==> config.mk <==
export PLATFORM = sky130hd
export DESIGN_NAME = gpib_port_regs
export DESIGN_NICKNAME = d
export VERILOG_FILES = /design/src/rtl/gpib_port_pkg.sv /design/src/rtl/pin_sync.sv /design/src/rtl/fall_latch.sv /design/src/rtl/port_regfile.sv /design/src/rtl/gpib_port_regs.sv
export SDC_FILE = /design/constraint.sdc
export NUM_CORES = 1
export LEC_CHECK = 0
export BUFFER_PORTS_ARGS = -buffer_cell sky130_fd_sc_hd__buf_4
export CAP_MARGIN = 20
export CORE_MARGIN = 2
export CORE_UTILIZATION = 40
export DETAILED_ROUTE_END_ITERATION = 8
export PLACE_DENSITY = 0.69
export RECOVER_POWER = 25
export SLEW_MARGIN = 10
export SYNTH_ARGS = -nofsm -noshare
export SYNTH_HDL_FRONTEND = slang
export SYNTH_SLANG_ARGS = --single-unit
==> constraint.sdc <==
create_clock -name clk -period 1.8 [get_ports clk]
set_clock_uncertainty 0.15 [all_clocks]
set_input_delay 0.36 -clock clk [delete_from_list [all_inputs] [get_ports clk]]
set_output_delay 0.36 -clock clk [all_outputs]
set_load 0.02 [all_outputs]
==> src/rtl/gpib_port_pkg.sv <==
package gpib_port_pkg;
  localparam int CTL_W        = 8;
  localparam int B_DVALID     = 0;
  localparam int B_NREADY     = 1;
  localparam int B_NACCEPT    = 2;
  localparam int B_ATTN       = 3;
  localparam int B_SVCREQ     = 4;
  localparam int B_IFCLR      = 5;
  localparam int B_REMOTE     = 6;
  localparam int B_ENDMSG     = 7;
  localparam int N_LATCH      = 2;

  localparam logic [CTL_W-1:0] COUT_WMASK = 8'b1000_1111;
  localparam logic [CTL_W-1:0] LEVEL_MASK = 8'b1000_0111;

  typedef enum logic [1:0] {
    A_DOUT = 2'd0,
    A_COUT = 2'd1,
    A_DIN  = 2'd2,
    A_CIN  = 2'd3
  } reg_addr_e;

  // active-low pin level to positive-logic "asserted"
  function automatic logic [CTL_W-1:0] ctl_asserted(input logic [CTL_W-1:0] lvl);
    return ~lvl;
  endfunction

  // latch next state: a fresh edge dominates a clear
  function automatic logic latch_next(input logic q, input logic fall, input logic clr);
    return fall | (q & ~clr);
  endfunction
endpackage

==> src/rtl/pin_sync.sv <==
module pin_sync #(
  parameter int W      = 8,
  parameter int STAGES = 2
) (
  input  logic         clk,
  input  logic         rst_n,
  input  logic [W-1:0] pin_raw,
  output logic [W-1:0] pin_lvl
);
  logic [W-1:0] stg [STAGES];

  always_ff @(posedge clk or negedge rst_n) begin
    if (!rst_n) stg[0] <= '1;
    else        stg[0] <= pin_raw;
  end

  for (genvar s = 1; s < STAGES; s++) begin : g_stage
    always_ff @(posedge clk or negedge rst_n) begin
      if (!rst_n) stg[s] <= '1;
      else        stg[s] <= stg[s-1];
    end
  end

  assign pin_lvl = stg[STAGES-1];
endmodule

==> src/rtl/fall_latch.sv <==
module fall_latch
  import gpib_port_pkg::*;
#(
  parameter int W = 2
) (
  input  logic         clk,
  input  logic         rst_n,
  input  logic [W-1:0] lvl,
  input  logic [W-1:0] clr,
  output logic [W-1:0] fall_evt,
  output logic [W-1:0] hold_q
);
  logic [W-1:0] prev_q;

  for (genvar k = 0; k < W; k++) begin : g_bit
    assign fall_evt[k] = prev_q[k] & ~lvl[k];

    always_ff @(posedge clk or negedge rst_n) begin
      if (!rst_n) begin
        prev_q[k] <= 1'b1;
        hold_q[k] <= 1'b0;
      end else begin
        prev_q[k] <= lvl[k];
        hold_q[k] <= latch_next(hold_q[k], fall_evt[k], clr[k]);
      end
    end
  end
endmodule

==> src/rtl/port_regfile.sv <==
module port_regfile
  import gpib_port_pkg::*;
#(
  parameter int DATA_W = 8
) (
  input  logic              clk,
  input  logic              rst_n,
  input  logic              wr,
  input  logic [1:0]        addr,
  input  logic [7:0]        wdata,
  output logic [DATA_W-1:0] dout_q,
  output logic [CTL_W-1:0]  cout_q
);
  localparam int DW_USE = (DATA_W < 8) ? DATA_W : 8;

  always_ff @(posedge clk or negedge rst_n) begin
    if (!rst_n) begin
      dout_q <= '0;
      cout_q <= '0;
    end else if (wr) begin
      if (addr == A_DOUT) dout_q <= DATA_W'(wdata[DW_USE-1:0]);
      if (addr == A_COUT) cout_q <= wdata & COUT_WMASK;
    end
  end
endmodule

==> src/rtl/gpib_port_regs.sv <==
module gpib_port_regs
  import gpib_port_pkg::*;
#(
  parameter int DATA_W      = 8,
  parameter int SYNC_STAGES = 2
) (
  input  logic              clk,
  input  logic              rst_n,
  input  logic [1:0]        reg_addr,
  input  logic              reg_wr,
  input  logic [7:0]        reg_wdata,
  output logic [7:0]        reg_rdata,
  input  logic [DATA_W-1:0] data_pin,
  output logic [DATA_W-1:0] data_pull,
  input  logic [CTL_W-1:0]  ctl_pin,
  output logic [CTL_W-1:0]  ctl_pull,
  output logic              blank_out
);
  localparam int DW_RD = (DATA_W < 8) ? DATA_W : 8;

  logic [DATA_W-1:0]  dout_q;
  logic [CTL_W-1:0]   cout_q;
  logic [DATA_W-1:0]  data_lvl;
  logic [CTL_W-1:0]   ctl_lvl;
  logic [CTL_W-1:0]   ctl_true;
  logic [N_LATCH-1:0] latch_lvl;
  logic [N_LATCH-1:0] clr_req;
  logic [N_LATCH-1:0] fall_evt;
  logic [N_LATCH-1:0] hold_q;
  logic               cin_wr;

  port_regfile #(.DATA_W(DATA_W)) u_regs (
    .clk(clk), .rst_n(rst_n), .wr(reg_wr), .addr(reg_addr),
    .wdata(reg_wdata), .dout_q(dout_q), .cout_q(cout_q)
  );

  pin_sync #(.W(DATA_W), .STAGES(SYNC_STAGES)) u_dsync (
    .clk(clk), .rst_n(rst_n), .pin_raw(data_pin), .pin_lvl(data_lvl)
  );

  pin_sync #(.W(CTL_W), .STAGES(SYNC_STAGES)) u_csync (
    .clk(clk), .rst_n(rst_n), .pin_raw(ctl_pin), .pin_lvl(ctl_lvl)
  );

  assign cin_wr    = reg_wr && (reg_addr == A_CIN);
  assign clr_req   = {cin_wr & reg_wdata[B_SVCREQ], cin_wr & reg_wdata[B_ATTN]};
  assign latch_lvl = {ctl_lvl[B_SVCREQ], ctl_lvl[B_ATTN]};

  fall_latch #(.W(N_LATCH)) u_latch (
    .clk(clk), .rst_n(rst_n), .lvl(latch_lvl), .clr(clr_req),
    .fall_evt(fall_evt), .hold_q(hold_q)
  );

  assign ctl_true = ctl_asserted(ctl_lvl);

  // pin drive: register bits plus the two hard-wired lines
  always_comb begin
    ctl_pull            = cout_q;
    ctl_pull[B_IFCLR]   = ~rst_n;
    ctl_pull[B_REMOTE]  = 1'b1;
  end
  assign data_pull = dout_q;
  assign blank_out = cout_q[B_ENDMSG];

  always_comb begin
    reg_rdata = '0;
    unique case (reg_addr)
      A_DOUT: reg_rdata[DW_RD-1:0] = dout_q[DW_RD-1:0];
      A_COUT: reg_rdata = cout_q;
      A_DIN:  reg_rdata[DW_RD-1:0] = ~data_lvl[DW_RD-1:0];
      default: begin
        reg_rdata           = ctl_true & LEVEL_MASK;
        reg_rdata[B_ATTN]   = hold_q[0];
        reg_rdata[B_SVCREQ] = hold_q[1];
      end
    endcase
  end

  logic unused_bits;
  assign unused_bits = ^{ctl_true[B_IFCLR], ctl_true[B_REMOTE], ctl_true[B_ATTN],
                         ctl_true[B_SVCREQ], dout_q, data_lvl};
endmodule

==> reports/metrics.cfg, run 1 <==
[grt]
grt_usage_pct = 13.73
antenna_found_initial = 0
grt_max_degree = 46
grt_pass1_wl_um = 4436
grt_pass1_vias = 922
grt.overflow.total = 0

[synthesis]
synth_common_cells = dfstp_2, dfrtp_1, mux2_2
synth_ff_type = dfstp_2
syn_avg_cell_area_um2 = 16.67
yosysMostFrequentCell = dfstp_2
synth.area.top_cells = dfstp_2, dfrtp_1, mux2_2
synth-seq-cells = 45
netlist_instances = 99
synth_cell_type_count = 18
yosysSeqAreaShare_pct = 70.51
syn_nets = 128
synth_area_mm2 = 0.001650
yosys.area.top_type_share_pct = 47.76
async_flop_share_pct = 100.0
synth_edf_count = 0
yosys.area.top_type = dfstp_2
yosysWarnings = 0

[sta]
worstMarginPinSlew_ns = 0.5203
slew-limit-headroom_pct = 65.32
period_minus_slack_ns = 1.976
rsz0062_at_grt = true
hold_viol = 0
finalSetupTns_ns = -0.8178
drv_slew = 0
setup_viol = 5
fmax_mhz = 506.2
finalWorstSetupSlack_ns = -0.1757
min_period_over_period_pct = 109.8

[die]
die_w_um = 68.23
placementRows = 23
die_h_um = 68.23
io_pins = 54
coreArea_mm2 = 0.003971
initial_utilization_pct = 41.56
dieArea_mm2 = 0.004655

[worst_setup_path]
regToRegSetupSlack_ns = 0.75
rr_startpoint = u_csync.pin_lvl[3]
max_stage_delay_ns = 0.52
timing.rr.end = u_latch.hold_q[0]
ff2ff_path_depth = 2
end_kind = output port
critPathMaxFanout = 1
critPathArrivalTime_ns = 1.47
slowest_stage = dfstp_2
crit_type = reg -> out
crit_buf_inv = 2
path_cells = inv_1, mux4_2, buf_6
critical_path.top_delay_family = flip-flops
crit_required_ns = 1.29
crit_path_start_kind = flip-flop

[power]
power.density_mw_per_mm2 = 1023
combPwrFrac_pct = 21.1
irDropWorstVdd_mv = 0.6041
leakage_nw = 1.028
clkPwrFrac_pct = 27.1
pwr-share-seq_pct = 51.7
intPower_mw = 1.698
switchingPower_uw = 603.8
swShare_pct = 26.23

[clocking]
cts_buffer_depth = 2
path_clk_slew_ns = 0.08
cts_sinks = 45
cts_tree = done
cts_setup_buffers = 0
root_buffer = clkbuf_8
cts_buffers = 5
cts_htree_levels = 2
clkLatencyLatePin_ns = 0.29

[route]
postRouteAntennaNets = 0
detail_route.iter0.violations = 20
wl_per_cell_um = 13.35
wl_um = 2831
num_vias = 952
avgViaCountPerCell = 4.491
firstDrtPassIters = 4
drcViolationCount = 0

[placement]
placed_area_mm2 = 0.002068
placement.io_buffers = 49
gp_congestion = 0.7297
place_ws_ns = 0.004014
dp.final_hpwl_um = 2012
place_inst = 197

[finish]
fin_area_mm2 = 0.002251
syn2layout_area_growth_pct = 36.39
final_cells = 212
post-route-util_pct = 56.68
nNetsFinal = 190
antenna_cells = 0
drive_gt1_share_pct = 71.60

[hold_path]
hold_class = in -> reg
worstHoldPathCells = 1
hold_start = data_pin[3]
min_to = u_dsync.stg[11]

[status]
violations = negative setup slack
status = finished with violations

[run]
maxCapViolCount = 0

==> sequential cells by signal, indices dropped and copies added (netlist names) <==
register / flops
u_latch.prev_q: 2
u_regs.dout_q: 8
u_dsync.pin_lvl: 8
u_dsync.stg: 8
u_latch.hold_q: 2
u_csync.pin_lvl: 6
u_csync.stg: 6
u_regs.cout_q: 5
==> worst max path at each step <==
stage,end,cells past startpoint,start
global route,reg_rdata[2],3,u_csync.pin_lvl[2]
detailed placement,reg_rdata[3],3,reg_addr[0]
finish,reg_rdata[2],3,u_csync.pin_lvl[2]
CTS,reg_rdata[3],3,u_dsync.pin_lvl[3]
global placement,reg_rdata[3],3,reg_addr[0]
floorplan,reg_rdata[0],3,reg_addr[0]
==> worst register-to-register path, stage by stage (launching register included) <==
cell,delay (ns)
dfstp_1,0.54
inv_1,0.05
a22o_1,0.21
==> cells by family (layout without fill, tap and decap cells) <==
family	Yosys count	count (layout)	synth area share (%)
AO/OA/AOI/OAI	5	5	2.275
other	2	2	0.4551
buffers and inverters	18	81	5.761
multiplexers	18	18	16.15
flip-flops	45	45	70.51
AND/OR/NAND/NOR	11	11	4.852
==> stage by stage <==
stage	power, mW	hold WS [ns]
3_5_place_dp	1.668	0.1968
6_report	2.302	0.02007
5_1_grt	2.423	0.002642
4_1_cts	2.330	0.003077
3_3_place_gp	1.653	0.1956
2_1_floorplan	1.439	-0.08559
==> power by group through the flow <==
stage                     registers (mW)  logic [mW]  clock network, mW
after floorplan                     1.26       0.177                  0
after global routing                1.20       0.519              0.700
after CTS                           1.19       0.483              0.656
final                               1.19       0.487              0.625
after global placement              1.20       0.453                  0
after detailed placement            1.21       0.463                  0
==> layout make-up <==
class                      count  area [um^2]
clock buffer                   6        82.58
clock inverter                 2        13.76
fill                         325         1720
inverter                      12        45.04
multi-input combinational     36        385.4
sequential                    45         1164
tap                           50        62.56
timing repair buffer          61        498.0
==> cells in the final DEF, fill, tap and decap left out, types with 5 or more instances in the layout <==
cell type and count:
nand2b_1 6, clkbuf_4 10, inv_1 7, dfrtp_1 15
inv_2 5, mux4_2 5, buf_6 6, dfstp_2 29
dlygate4sd3_1 7, buf_4 38, mux2_2 13, clkbuf_8 6
==> layer usage <==
| metal | wire [um] | track usage [%] |
|---|---|---|
| met4 | 35 | 6.750 |
| met3 | 186 | 5.263 |
| met2 | 1486 | 20.63 |
| met5 | 0 | 0 |
| met1 | 1122 | 17.44 |
==> timing repair <==
action | CTS | global route
setup endpoints to repair | 5 | 6
resized for setup | 8 | 6
gates cloned | 0 | 0
hold endpoints to repair | 11 | 6
pin swaps | 0 | 0
hold buffers | 1 | 6
No activity file was read; power rests on OpenSTA's default activity.
==> run 2, diff against run 1 <==
--- a/config.mk
+++ b/config.mk
@@ -5,12 +5,13 @@
 export SDC_FILE = /design/constraint.sdc
 export NUM_CORES = 1
 export LEC_CHECK = 0
+export ABC_AREA = 1
 export BUFFER_PORTS_ARGS = -buffer_cell sky130_fd_sc_hd__buf_4
 export CAP_MARGIN = 20
 export CORE_MARGIN = 2
 export CORE_UTILIZATION = 40
 export DETAILED_ROUTE_END_ITERATION = 8
-export PLACE_DENSITY = 0.69
+export PLACE_DENSITY = 0.68
 export RECOVER_POWER = 25
 export SLEW_MARGIN = 10
 export SYNTH_ARGS = -nofsm -noshare
==> run 2 against run 1 <==
Worst hold slack got worse by 0.0071 ns. First-iteration DRC count rose to 2.7 times the previous value. Critical path type is now in -> out. Setup slack improved by 0.27 ns. Die area rose by 2.9%. Utilization fell by 0.99 points. Cell area rose by 0.39%. Clock power rose by 22%. Synthesized cell count rose by 58%. The flow now finishes without violations. Routed wire length rose by 8.4%. Critical path depth rose by 1. Sequential cell count did not move.
==> reports/metrics.cfg, run 2 <==
[status]
status = completed

[route]
postRouteAntennaNets = 0  ; unchanged
num_vias = 1175  ; +23%
wl_um = 3069  ; +8.4%
detail_route.iter0.violations = 54  ; +170%
wl_per_cell_um = 11.63  ; -13%
avgViaCountPerCell = 4.451  ; -0.89%
firstDrtPassIters = 4  ; unchanged
drcViolationCount = 0  ; unchanged

[synthesis]
synth.area.top_cells = dfstp_2, dfrtp_1, nand2_1
yosysSeqAreaShare_pct = 68.43  ; -2.1 points
synth_area_mm2 = 0.001700  ; +3.0%
yosys.area.top_type = dfstp_2
synth-seq-cells = 45  ; unchanged
synth_edf_count = 0  ; unchanged
yosysMostFrequentCell = nand2_1
synth_ff_type = dfstp_2
synth_cell_type_count = 16  ; -2
yosys.area.top_type_share_pct = 46.36  ; -1.4 points
syn_nets = 185  ; +45%
netlist_instances = 156  ; +58%
yosysWarnings = 0  ; unchanged
synth_common_cells = nand2_1, dfstp_2, nand3_1
syn_avg_cell_area_um2 = 10.90  ; -35%
async_flop_share_pct = 100.0  ; unchanged

[sta]
finalSetupTns_ns = 0  ; +0.8178 ns
hold_ws_ns = 0.01299  ; -0.007080 ns
slew-limit-headroom_pct = 63.93  ; -1.4 points
drv_slew = 0  ; unchanged
min_period_over_period_pct = 94.51  ; -15 points
period_minus_slack_ns = 1.701  ; -0.2745 ns
hold_viol = 0  ; unchanged
rsz0062_at_grt = false
fmax_mhz = 587.8  ; +16%
worstMarginPinSlew_ns = 0.5410  ; +0.02077 ns
setup_viol = 0  ; -5

[clocking]
cts_setup_buffers = 0  ; unchanged
cts_sinks = 45  ; unchanged
clkLatencyLatePin_ns = 0.29  ; about the same
cts_buffers = 5  ; unchanged
cts_buffer_depth = 2  ; unchanged
root_buffer = clkbuf_8
path_clk_slew_ns = 0.08  ; about the same
holdBufCountCts = 1  ; unchanged
cts_tree = done
cts_htree_levels = 2  ; unchanged
cts_resized = 0  ; -8

[placement]
placement.io_buffers = 49  ; unchanged
gp_congestion = 0.7882  ; +8.0%
dp.final_hpwl_um = 2158  ; +7.3%

[worst_setup_path]
crit_required_ns = 1.29  ; about the same
critPathMaxFanout = 2  ; +1
rr_startpoint = u_csync.pin_lvl[4]
regToRegSetupSlack_ns = 0.89  ; +0.14 ns
crit_type = in -> out
crit_path_start_kind = input pin
critPathArrivalTime_ns = 1.19  ; -0.28 ns
end_kind = output port
cp-startpoint = rst_n

[finish]
layout_commonest_cell = nand2_1
antenna_cells = 0  ; unchanged
nNetsFinal = 242  ; +27%
fillers = 367  ; +13%
drive_gt1_share_pct = 45.33  ; -26 points
syn2layout_area_growth_pct = 32.89
final_cell_mix = nand2_1, buf_4, dfstp_2, nand3_1

[power]
irDropWorstVdd_mv = 0.5766  ; -4.6%
leakage_nw = 1.128  ; +9.7%
power.density_mw_per_mm2 = 1038  ; +1.5%

[hold_path]
hold_class = in -> reg
hold_start = data_pin[4]

[die]
io_pins = 54  ; unchanged
placementRows = 23  ; unchanged
die_w_um = 69.20  ; +1.4%
coreArea_mm2 = 0.004058  ; +2.2%
initial_utilization_pct = 41.91  ; +0.35 points
dieArea_mm2 = 0.004789  ; +2.9%
die_h_um = 69.20  ; +1.4%

[grt]
grt_usage_pct = 13.91  ; +0.17 points
grt_pass1_wl_um = 5071  ; +14%
grt.overflow.total = 0  ; unchanged
grt_max_degree = 46  ; unchanged
grt_pass1_vias = 1097  ; +19%
antenna_found_initial = 0  ; unchanged

[run]
maxCapViolCount = 0  ; unchanged

run 2: cell count changes in the layout (fill, tap and decap cells not counted), sizes merged, moves of 4 or more:
cell / change
nand2: +54
inv: +4
mux2: -13
buf: -4
nand2b: -6
mux4: -5
nand3: +22
run 2: cell families after synthesis:
group / Yosys count / share of synthesized area, %
and+or+nand+nor: 83 / 23.18
other: 2 / 0.4417
DFF: 45 / 68.43
buffers and inverters: 24 / 7.358
AOI/OAI and AO/OA: 2 / 0.5887
run 2: routing by layer:
metal / share of wire [%] / wire [um] / global-route usage [%] / vias to the layer above
li1: - / - / - / 592
met1: 42 / 1280 / 16.91 / 539
met2: 48 / 1482 / 20.73 / 38
met3: 7.7 / 235 / 6.395 / 6
met4: 2.3 / 70 / 7.190 / 0
met5: 0 / 0 / 0 / -
run 2: worst paths after layout:
check                                     end  cells after the start
min                           u_dsync.stg[12]                      1
max in group asynchronous  u_dsync.pin_lvl[6]                      3
max                               ctl_pull[5]                      4
min in group asynchronous    u_regs.cout_q[7]                      3
min reg2reg                u_dsync.pin_lvl[0]                      0
max reg2reg                 u_latch.hold_q[1]                      3
run 2: area by class of cell:
type / instances / area [um^2] / area share, %
clock buffer: 7 / 86.33 / 3.821
inverter: 17 / 65.06 / 2.879
sequential: 45 / 1164 / 51.50
multi-input combinational: 87 / 411.6 / 18.22
clock inverter: 1 / 30.03 / 1.329
tap: 50 / 62.56 / 2.769
timing repair buffer: 57 / 440.4 / 19.49
run 2: critical path, cell delays in order:
cell           delay (ns)
dlygate4sd3_1        0.53
buf_4                0.13
inv_1                0.04
buf_4                0.13
run 2: where the power goes:
group          internal [mW]  switching (mW)  leakage, nW
sequential              1.12          0.0521        0.497
combinational          0.178           0.230        0.573
clock                  0.452           0.311       0.0585
run 2: through the flow:
step           util, %  worst slack, ns  cells  cell area [um^2]  total power [mW]
2_1_floorplan        -           0.1837    156              1700             1.392
3_3_place_gp     51.59           0.1057    251              2093             1.593
3_5_place_dp     51.59           0.1074    251              2093             1.599
4_1_cts          54.70          0.08973    260              2220             2.381
5_1_grt          55.69         0.002201    264              2260             2.465
6_report         55.69          0.09876    264              2260             2.345
